===== src/rtl/zf_pkg.sv =====
`timescale 1ns/1ps
package zf_pkg;
    typedef enum logic [1:0] {
        ZF_IDLE = 2'd0,
        ZF_REQ  = 2'd1,
        ZF_DATA = 2'd2,
        ZF_ACK  = 2'd3
    } zf_state_e;

    localparam int REG_AW = 16;
    localparam int REG_DW = 64;
    localparam logic [REG_AW-1:0] OFS_FIRST = 16'h3030;
    localparam logic [REG_AW-1:0] OFS_LAST  = 16'h3038;
    localparam logic [REG_AW-1:0] OFS_CMD   = 16'h3800;
    localparam logic [REG_AW-1:0] OFS_TBL   = 16'h1700;
    localparam int AUX_N = 3;
    localparam logic [REG_AW-1:0] AUX_OFS [AUX_N] = '{16'h3008, 16'h3018, 16'h4000};
    localparam int TBL_N = 16;
    localparam logic [REG_DW-1:0] OP_ZERO_FILL = 64'h11;
endpackage


===== src/rtl/zf_regs.sv =====
`timescale 1ns/1ps
module zf_regs
    import zf_pkg::*;
(
    input  logic              clk,
    input  logic              rst_n,
    input  logic              wr_en,
    input  logic [REG_AW-1:0] addr,
    input  logic [REG_DW-1:0] wdata,
    output logic [REG_DW-1:0] rdata,
    input  logic              busy,
    output logic [REG_DW-1:0] first_q,
    output logic [REG_DW-1:0] last_q,
    output logic              cmd_wr
);
    localparam int TBL_IW  = $clog2(TBL_N);
    localparam int TBL_LSB = 3 + TBL_IW;

    logic [REG_DW-1:0] cmd_q;
    logic [REG_DW-1:0] aux_q [AUX_N];
    logic [REG_DW-1:0] tbl_q [TBL_N];
    logic              tbl_hit;
    logic [TBL_IW-1:0] tbl_idx;

    assign cmd_wr  = wr_en && (addr == OFS_CMD);
    assign tbl_hit = (addr[REG_AW-1:TBL_LSB] == OFS_TBL[REG_AW-1:TBL_LSB]) && (addr[2:0] == 3'd0);
    assign tbl_idx = addr[TBL_LSB-1:3];

    always_ff @(posedge clk) begin
        if (!rst_n) begin
            first_q <= '0;
            last_q  <= '0;
            cmd_q   <= '0;
        end else begin
            if (wr_en && addr == OFS_FIRST) first_q <= wdata;
            if (wr_en && addr == OFS_LAST)  last_q  <= wdata;
            if (cmd_wr && !busy)            cmd_q   <= wdata;
        end
    end

    for (genvar g = 0; g < AUX_N; g++) begin : g_aux
        always_ff @(posedge clk) begin
            if (!rst_n)                           aux_q[g] <= '0;
            else if (wr_en && addr == AUX_OFS[g]) aux_q[g] <= wdata;
        end
    end

    for (genvar g = 0; g < TBL_N; g++) begin : g_tbl
        always_ff @(posedge clk) begin
            if (!rst_n)                                           tbl_q[g] <= '0;
            else if (wr_en && tbl_hit && tbl_idx == TBL_IW'(g))  tbl_q[g] <= wdata;
        end
    end

    always_comb begin
        rdata = '0;
        if (addr == OFS_FIRST) rdata = first_q;
        if (addr == OFS_LAST)  rdata = last_q;
        if (addr == OFS_CMD)   rdata = cmd_q;
        for (int i = 0; i < AUX_N; i++) begin
            if (addr == AUX_OFS[i]) rdata = aux_q[i];
        end
        if (tbl_hit) rdata = tbl_q[tbl_idx];
    end

    // a command arriving while busy leaves the command register untouched
    a_r9_cmd_reg_hold: assert property (@(posedge clk) disable iff (!rst_n)
        (cmd_wr && busy) |=> $stable(cmd_q));
endmodule


===== src/rtl/zf_beats.sv =====
`timescale 1ns/1ps
module zf_beats #(
    parameter int BEAT_BYTES = 8,
    parameter int CNT_W      = 10
) (
    input  logic                          clk,
    input  logic                          rst_n,
    input  logic                          load,
    input  logic [CNT_W-1:0]              load_beats,
    input  logic [$clog2(BEAT_BYTES)-1:0] load_sl,
    input  logic [$clog2(BEAT_BYTES)-1:0] load_el,
    input  logic                          active,
    input  logic                          advance,
    output logic [BEAT_BYTES-1:0]         be,
    output logic                          is_last
);
    localparam int LANE_W = $clog2(BEAT_BYTES);

    logic [CNT_W-1:0]  idx;
    logic [CNT_W-1:0]  total;
    logic [LANE_W-1:0] sl;
    logic [LANE_W-1:0] el;

    always_ff @(posedge clk) begin
        if (!rst_n) begin
            idx   <= '0;
            total <= '0;
            sl    <= '0;
            el    <= '0;
        end else if (load) begin
            idx   <= '0;
            total <= load_beats;
            sl    <= load_sl;
            el    <= load_el;
        end else if (advance) begin
            idx <= idx + CNT_W'(1);
        end
    end

    assign is_last = (idx == total - CNT_W'(1));

    for (genvar g = 0; g < BEAT_BYTES; g++) begin : g_lane
        assign be[g] = !((idx == '0) && (LANE_W'(g) < sl)) && !(is_last && (LANE_W'(g) > el));
    end

    // no beat is accepted beyond the count of the current burst
    a_r7_idx_bound: assert property (@(posedge clk) disable iff (!rst_n)
        advance |-> (idx < total));
    // a stalled beat keeps its byte enables
    a_r7_be_hold: assert property (@(posedge clk) disable iff (!rst_n)
        (active && !advance) |=> $stable(be));
endmodule


===== src/rtl/zf_ctrl.sv =====
`timescale 1ns/1ps
module zf_ctrl
    import zf_pkg::*;
#(
    parameter int ADDR_W      = 40,
    parameter int CHUNK_BYTES = 4096,
    parameter int BEAT_BYTES  = 8,
    parameter int CNT_W       = 10
) (
    input  logic                          clk,
    input  logic                          rst_n,
    input  logic                          cmd_wr,
    input  logic [REG_DW-1:0]             cmd_data,
    input  logic [ADDR_W-1:0]             first_addr,
    input  logic [ADDR_W-1:0]             last_addr,
    input  logic                          req_ready,
    input  logic                          beat_ready,
    input  logic                          beat_is_last,
    input  logic                          wr_ack,
    output logic                          busy,
    output logic                          err,
    output logic                          done,
    output logic                          req_valid,
    output logic                          beat_valid,
    output logic [ADDR_W-1:0]             req_addr,
    output logic [CNT_W-1:0]              req_beats,
    output logic [$clog2(BEAT_BYTES)-1:0] req_sl,
    output logic [$clog2(BEAT_BYTES)-1:0] req_el
);
    localparam int LANE_W = $clog2(BEAT_BYTES);
    localparam logic [ADDR_W-1:0] CHUNK_A = ADDR_W'(CHUNK_BYTES);

    zf_state_e         state, state_n;
    logic [ADDR_W-1:0] cur;
    logic [ADDR_W-1:0] end_l;
    logic [ADDR_W-1:0] rem;
    logic [ADDR_W-1:0] cend;
    logic [ADDR_W-1:0] span;
    logic              fin;
    logic              start;

    assign start = cmd_wr && (cmd_data == OP_ZERO_FILL) && (first_addr <= last_addr);
    assign rem   = end_l - cur;
    assign fin   = rem < CHUNK_A;
    assign cend  = fin ? end_l : (cur + CHUNK_A - ADDR_W'(1));
    assign span  = (cend >> LANE_W) - (cur >> LANE_W);

    // state register
    always_ff @(posedge clk) begin
        if (!rst_n) state <= ZF_IDLE;
        else        state <= state_n;
    end

    // next state
    always_comb begin
        state_n = state;
        unique case (state)
            ZF_IDLE: if (start)                      state_n = ZF_REQ;
            ZF_REQ:  if (req_ready)                  state_n = ZF_DATA;
            ZF_DATA: if (beat_ready && beat_is_last) state_n = ZF_ACK;
            ZF_ACK:  if (wr_ack)                     state_n = fin ? ZF_IDLE : ZF_REQ;
            default:                                 state_n = ZF_IDLE;
        endcase
    end

    // range pointer, error flag and done pulse
    always_ff @(posedge clk) begin
        if (!rst_n) begin
            cur   <= '0;
            end_l <= '0;
            err   <= 1'b0;
            done  <= 1'b0;
        end else begin
            done <= (state == ZF_ACK) && wr_ack && fin;
            if (state == ZF_IDLE && cmd_wr) begin
                if (start) begin
                    cur   <= first_addr;
                    end_l <= last_addr;
                    err   <= 1'b0;
                end else begin
                    err <= 1'b1;
                end
            end
            if (state == ZF_ACK && wr_ack && !fin) cur <= cend + ADDR_W'(1);
        end
    end

    // outputs
    always_comb begin
        busy       = 1'b1;
        req_valid  = 1'b0;
        beat_valid = 1'b0;
        unique case (state)
            ZF_IDLE: busy       = 1'b0;
            ZF_REQ:  req_valid  = 1'b1;
            ZF_DATA: beat_valid = 1'b1;
            ZF_ACK:  ;
            default: busy       = 1'b0;
        endcase
        req_addr  = {cur[ADDR_W-1:LANE_W], LANE_W'(0)};
        req_beats = span[CNT_W-1:0] + CNT_W'(1);
        req_sl    = cur[LANE_W-1:0];
        req_el    = cend[LANE_W-1:0];
    end

    // request and beat phases never overlap
    a_r7_phase_excl: assert property (@(posedge clk) disable iff (!rst_n)
        !(req_valid && beat_valid));
    // a stalled request keeps address and count
    a_r7_req_hold: assert property (@(posedge clk) disable iff (!rst_n)
        (req_valid && !req_ready) |=> (req_valid && $stable(req_addr) && $stable(req_beats)));
    // a burst never exceeds one chunk of beats
    a_r6_beats_range: assert property (@(posedge clk) disable iff (!rst_n)
        req_valid |-> (req_beats != '0 && req_beats <= CNT_W'(CHUNK_BYTES / BEAT_BYTES + 1)));
    // done only as busy falls
    a_r8_done_edge: assert property (@(posedge clk) disable iff (!rst_n)
        done |-> (!busy && $past(busy)));
    // a command while busy changes neither busy nor err
    a_r9_busy_cmd: assert property (@(posedge clk) disable iff (!rst_n)
        (cmd_wr && busy && !wr_ack) |=> (busy && $stable(err)));
endmodule


===== src/rtl/zfill_engine.sv =====
`timescale 1ns/1ps
module zfill_engine
    import zf_pkg::*;
#(
    parameter int ADDR_W      = 40,
    parameter int CHUNK_BYTES = 4096,
    parameter int BEAT_BYTES  = 8,
    parameter int CNT_W       = $clog2(CHUNK_BYTES / BEAT_BYTES + 2)
) (
    input  logic                    clk,
    input  logic                    rst_n,
    input  logic                    reg_wr_en,
    input  logic [REG_AW-1:0]       reg_addr,
    input  logic [REG_DW-1:0]       reg_wdata,
    output logic [REG_DW-1:0]       reg_rdata,
    output logic                    busy,
    output logic                    err,
    output logic                    done,
    output logic                    wr_req_valid,
    input  logic                    wr_req_ready,
    output logic [ADDR_W-1:0]       wr_req_addr,
    output logic [CNT_W-1:0]        wr_req_beats,
    output logic                    wr_beat_valid,
    input  logic                    wr_beat_ready,
    output logic [BEAT_BYTES*8-1:0] wr_beat_data,
    output logic [BEAT_BYTES-1:0]   wr_beat_be,
    output logic                    wr_beat_last,
    input  logic                    wr_ack
);
    localparam int LANE_W = $clog2(BEAT_BYTES);

    logic [REG_DW-1:0] first_q, last_q;
    logic              cmd_wr;
    logic [LANE_W-1:0] sl, el;

    zf_regs u_regs (
        .clk     (clk),
        .rst_n   (rst_n),
        .wr_en   (reg_wr_en),
        .addr    (reg_addr),
        .wdata   (reg_wdata),
        .rdata   (reg_rdata),
        .busy    (busy),
        .first_q (first_q),
        .last_q  (last_q),
        .cmd_wr  (cmd_wr)
    );

    zf_ctrl #(
        .ADDR_W      (ADDR_W),
        .CHUNK_BYTES (CHUNK_BYTES),
        .BEAT_BYTES  (BEAT_BYTES),
        .CNT_W       (CNT_W)
    ) u_ctrl (
        .clk          (clk),
        .rst_n        (rst_n),
        .cmd_wr       (cmd_wr),
        .cmd_data     (reg_wdata),
        .first_addr   (first_q[ADDR_W-1:0]),
        .last_addr    (last_q[ADDR_W-1:0]),
        .req_ready    (wr_req_ready),
        .beat_ready   (wr_beat_ready),
        .beat_is_last (wr_beat_last),
        .wr_ack       (wr_ack),
        .busy         (busy),
        .err          (err),
        .done         (done),
        .req_valid    (wr_req_valid),
        .beat_valid   (wr_beat_valid),
        .req_addr     (wr_req_addr),
        .req_beats    (wr_req_beats),
        .req_sl       (sl),
        .req_el       (el)
    );

    zf_beats #(
        .BEAT_BYTES (BEAT_BYTES),
        .CNT_W      (CNT_W)
    ) u_beats (
        .clk        (clk),
        .rst_n      (rst_n),
        .load       (wr_req_valid && wr_req_ready),
        .load_beats (wr_req_beats),
        .load_sl    (sl),
        .load_el    (el),
        .active     (wr_beat_valid),
        .advance    (wr_beat_valid && wr_beat_ready),
        .be         (wr_beat_be),
        .is_last    (wr_beat_last)
    );

    assign wr_beat_data = '0;
endmodule


===== config.mk =====
export PLATFORM = sky130hd
export DESIGN_NAME = zfill_engine
export DESIGN_NICKNAME = d
export VERILOG_FILES = /design/src/rtl/zf_pkg.sv /design/src/rtl/zf_regs.sv /design/src/rtl/zf_beats.sv /design/src/rtl/zf_ctrl.sv /design/src/rtl/zfill_engine.sv
export SDC_FILE = /design/constraint.sdc
export NUM_CORES = 2
export LEC_CHECK = 0
export CORE_MARGIN = 10
export CORE_UTILIZATION = 40
export DETAILED_ROUTE_END_ITERATION = 16
export SYNTH_ARGS = -nofsm -noshare
export SYNTH_HDL_FRONTEND = slang
export SYNTH_SLANG_ARGS = --single-unit

===== constraint.sdc =====
create_clock -name clk -period 24.3 [get_ports clk]
set_clock_uncertainty 0.2 [all_clocks]
set_input_delay 6.075 -clock clk [delete_from_list [all_inputs] [get_ports clk]]
set_output_delay 6.075 -clock clk [all_outputs]
set_load 0.005 [all_outputs]

==> metrics <==
outcome=finished, final reports clean; Non-Filler Instances=8763; clk buf depth=3; Setup CP Type=in -> out; initial drt markers=5974; crit path DAT=10.66 ns; Die H=451 um; CTS root buf=clkbuf_16; CTS H-tree depth=4; Finished Core Util=0.456; max-slew violations=0; Post-synth EDFFs=1216; Worst path top cell family by delay=simple AND/OR/NAND/NOR gates; TritonCTS clock tree=built; Die ar.=204000 um^2; Ys Warns=0; Post-synth top flop=edfxtp_1; Worst Path Required=18.02 ns; largest stage delay on the critical path=0.73 ns; TritonRoute pass-1 iters=8; mean post-synth cell area=12.2 um^2; DR WL/cell=28.1 um; Worst-Skew Late Latency=0.82 ns; Fmax=0.0591 GHz; vias per cell=5.77; clk slew on worst S/H paths=0.06 ns; top post-synthesis cells by area=edfxtp_1, and2_1, mux4_2; Synth Cell Area=74500 um^2; fraction of layout cells with a size suffix above 1=0.141; top-area cell type share of the netlist area=0.490; vias in the first global route=50600; startpoint types=input port; RePlAce Congestion=0.876; Post-Place Cells=8449; most frequent cells in the layout=and2_1, edfxtp_1, nand2_1; most common cell after layout, fill and taps aside=and2_1; post_cts resized=0; Total GRT Usage=0.234; Power Density=68.3 nW/um^2; Least-Margin Pin Slew=1.24 ns; Fill cells=16600; leakage power=29.5 nW; CTS hold repair buffers=0; Die X=451 um; maximum vdd ir drop=55.9 uV; FP Rows=158; max cap viols=0; CTS sink cnt=1518; area of the multi-input gates=29700 um^2; worst-path cell chain=clkdlybuf4s50_1 > nor4_1 > nor2b_1 > nor3b_1 > nand3_4 > buf_4 > a21oi_1 > clkdlybuf4s50_1; first-pass GRT wire length=356 mm; global route overflow=0; TNS Setup=0 ns; routed wire length=246 mm; final period utilization=0.697; crit end category=output port; overall power=5.77 mW; HP Class=reg -> reg; Seq/Total Area, Yosys=0.572; DR vias=50500; Worst slew margin=0.175; Final Setup Violations=0; Seq cells post-synth=1518; Cell variety after synth=105; fin area=84500 um^2; cells after synthesis=6125; critical path peak fanout=63; Setup WS post-layout=7.37 ns; Final nets=6326; cell taking the most area after synthesis=edfxtp_1; post-placement cell area=79100 um^2; postcts setup bufs=0; CTS buffer count=163; Final Hold Fails=0; initial antenna violation count=14; Area Overhead vs Synth=13.4%; Detail Placement HPWL=147 mm; area occupied by registers=42600 um^2; Post-Place Setup Slack=7.47 ns; critical path's slowest cell=nand3_4; num ports=278; largest net degree at the start of global routing=161; antenna viol nets, final=0; Initial Util=0.402; Worst Hold Slack=0.253 ns; core area=185000 um^2; WP buf/inv=3; Final min period=16.93 ns; Post-route DRC=0; # port buffers=210; cell mode on critical path=clkdlybuf4s50_1; async set-reset flop share out of synthesis=0; unrepaired setup endpoints after global routing=no
routing by layer:
metal	vias up	GRT usage	routed length (um)
li1	22000	-	-
met1	25600	0.297	95200
met2	2411	0.397	120000
met3	528	0.0379	19300
met4	4	0.101	11200
met5	-	0	27
flip-flops by register name (all words and copies together), names as in the netlist:
name,count
u_regs.last_q,64
u_beats.total,10
u_regs.tbl_q,1024
u_ctrl.err,1
u_ctrl.state,2
u_regs.aux_q,192
u_ctrl.end_l,40
u_beats.sl,3
u_ctrl.cur,40
u_beats.el,3
u_regs.cmd_q,64
u_ctrl.done,1
u_beats.idx,10
u_regs.first_q,64
power by group:
group          internal (mW)  switching, mW  total, mW
clock                   1.41           1.09       2.50
sequential              2.90         0.0295       2.93
combinational          0.126          0.210      0.335
kinds of logic after synthesis:
group           Yosys count  share of synthesized area
simple gates           2456                      0.177
flops                  1518                      0.572
compound gates          791                     0.0663
buf+inv                 701                     0.0392
mux                     446                      0.115
fa+ha+maj               106                     0.0179
xor+xnor                106                     0.0127
other cells               1                  0.0000504
synthesized netlist by cell type, types with 105 or more instances:
cell type  instances
ha_1             105
edfxtp_1        1216
clkbuf_1         433
nor2_1           265
nand2_1          591
mux4_2           320
nand3_1          131
a21oi_1          382
dfxtp_1          302
o21ai_0          152
and2_1          1229
inv_1            117
worst min-delay path: cells and delay by family (launching register included):
kind	cells	cell delay, ns
AO/OA/AOI/OAI	1	0.05
AND/OR/NAND/NOR	1	0.05
flip-flops	1	0.31
final timing paths:
kind	from	slack, ns	cells after the start	end
max	reg_addr[1]	7.37	8	reg_rdata[19]
min reg2reg	u_regs.cmd_q[29]$_SDFFE_PN0P_	0.25	2	u_regs.cmd_q[29]$_SDFFE_PN0P_
max reg2reg	u_ctrl.cur[5]$_SDFFE_PN0P_	16.52	27	u_beats.total[9]$_SDFFE_PN0P_
min	u_regs.cmd_q[29]$_SDFFE_PN0P_	0.25	2	u_regs.cmd_q[29]$_SDFFE_PN0P_
area by class of cell:
| type | instances | share of cell area |
|---|---|---|
| Sequential cell | 1518 | 0.504 |
| Multi-Input combinational cell | 3972 | 0.351 |
| Clock buffer | 236 | 0.0540 |
| Timing Repair Buffer | 360 | 0.0389 |
| Tap cell | 2480 | 0.0367 |
| Clock inverter | 66 | 0.00957 |
| Inverter | 119 | 0.00538 |
| Antenna cell | 12 | 0.000356 |
Note: power is estimated with default switching activity, not from simulation.
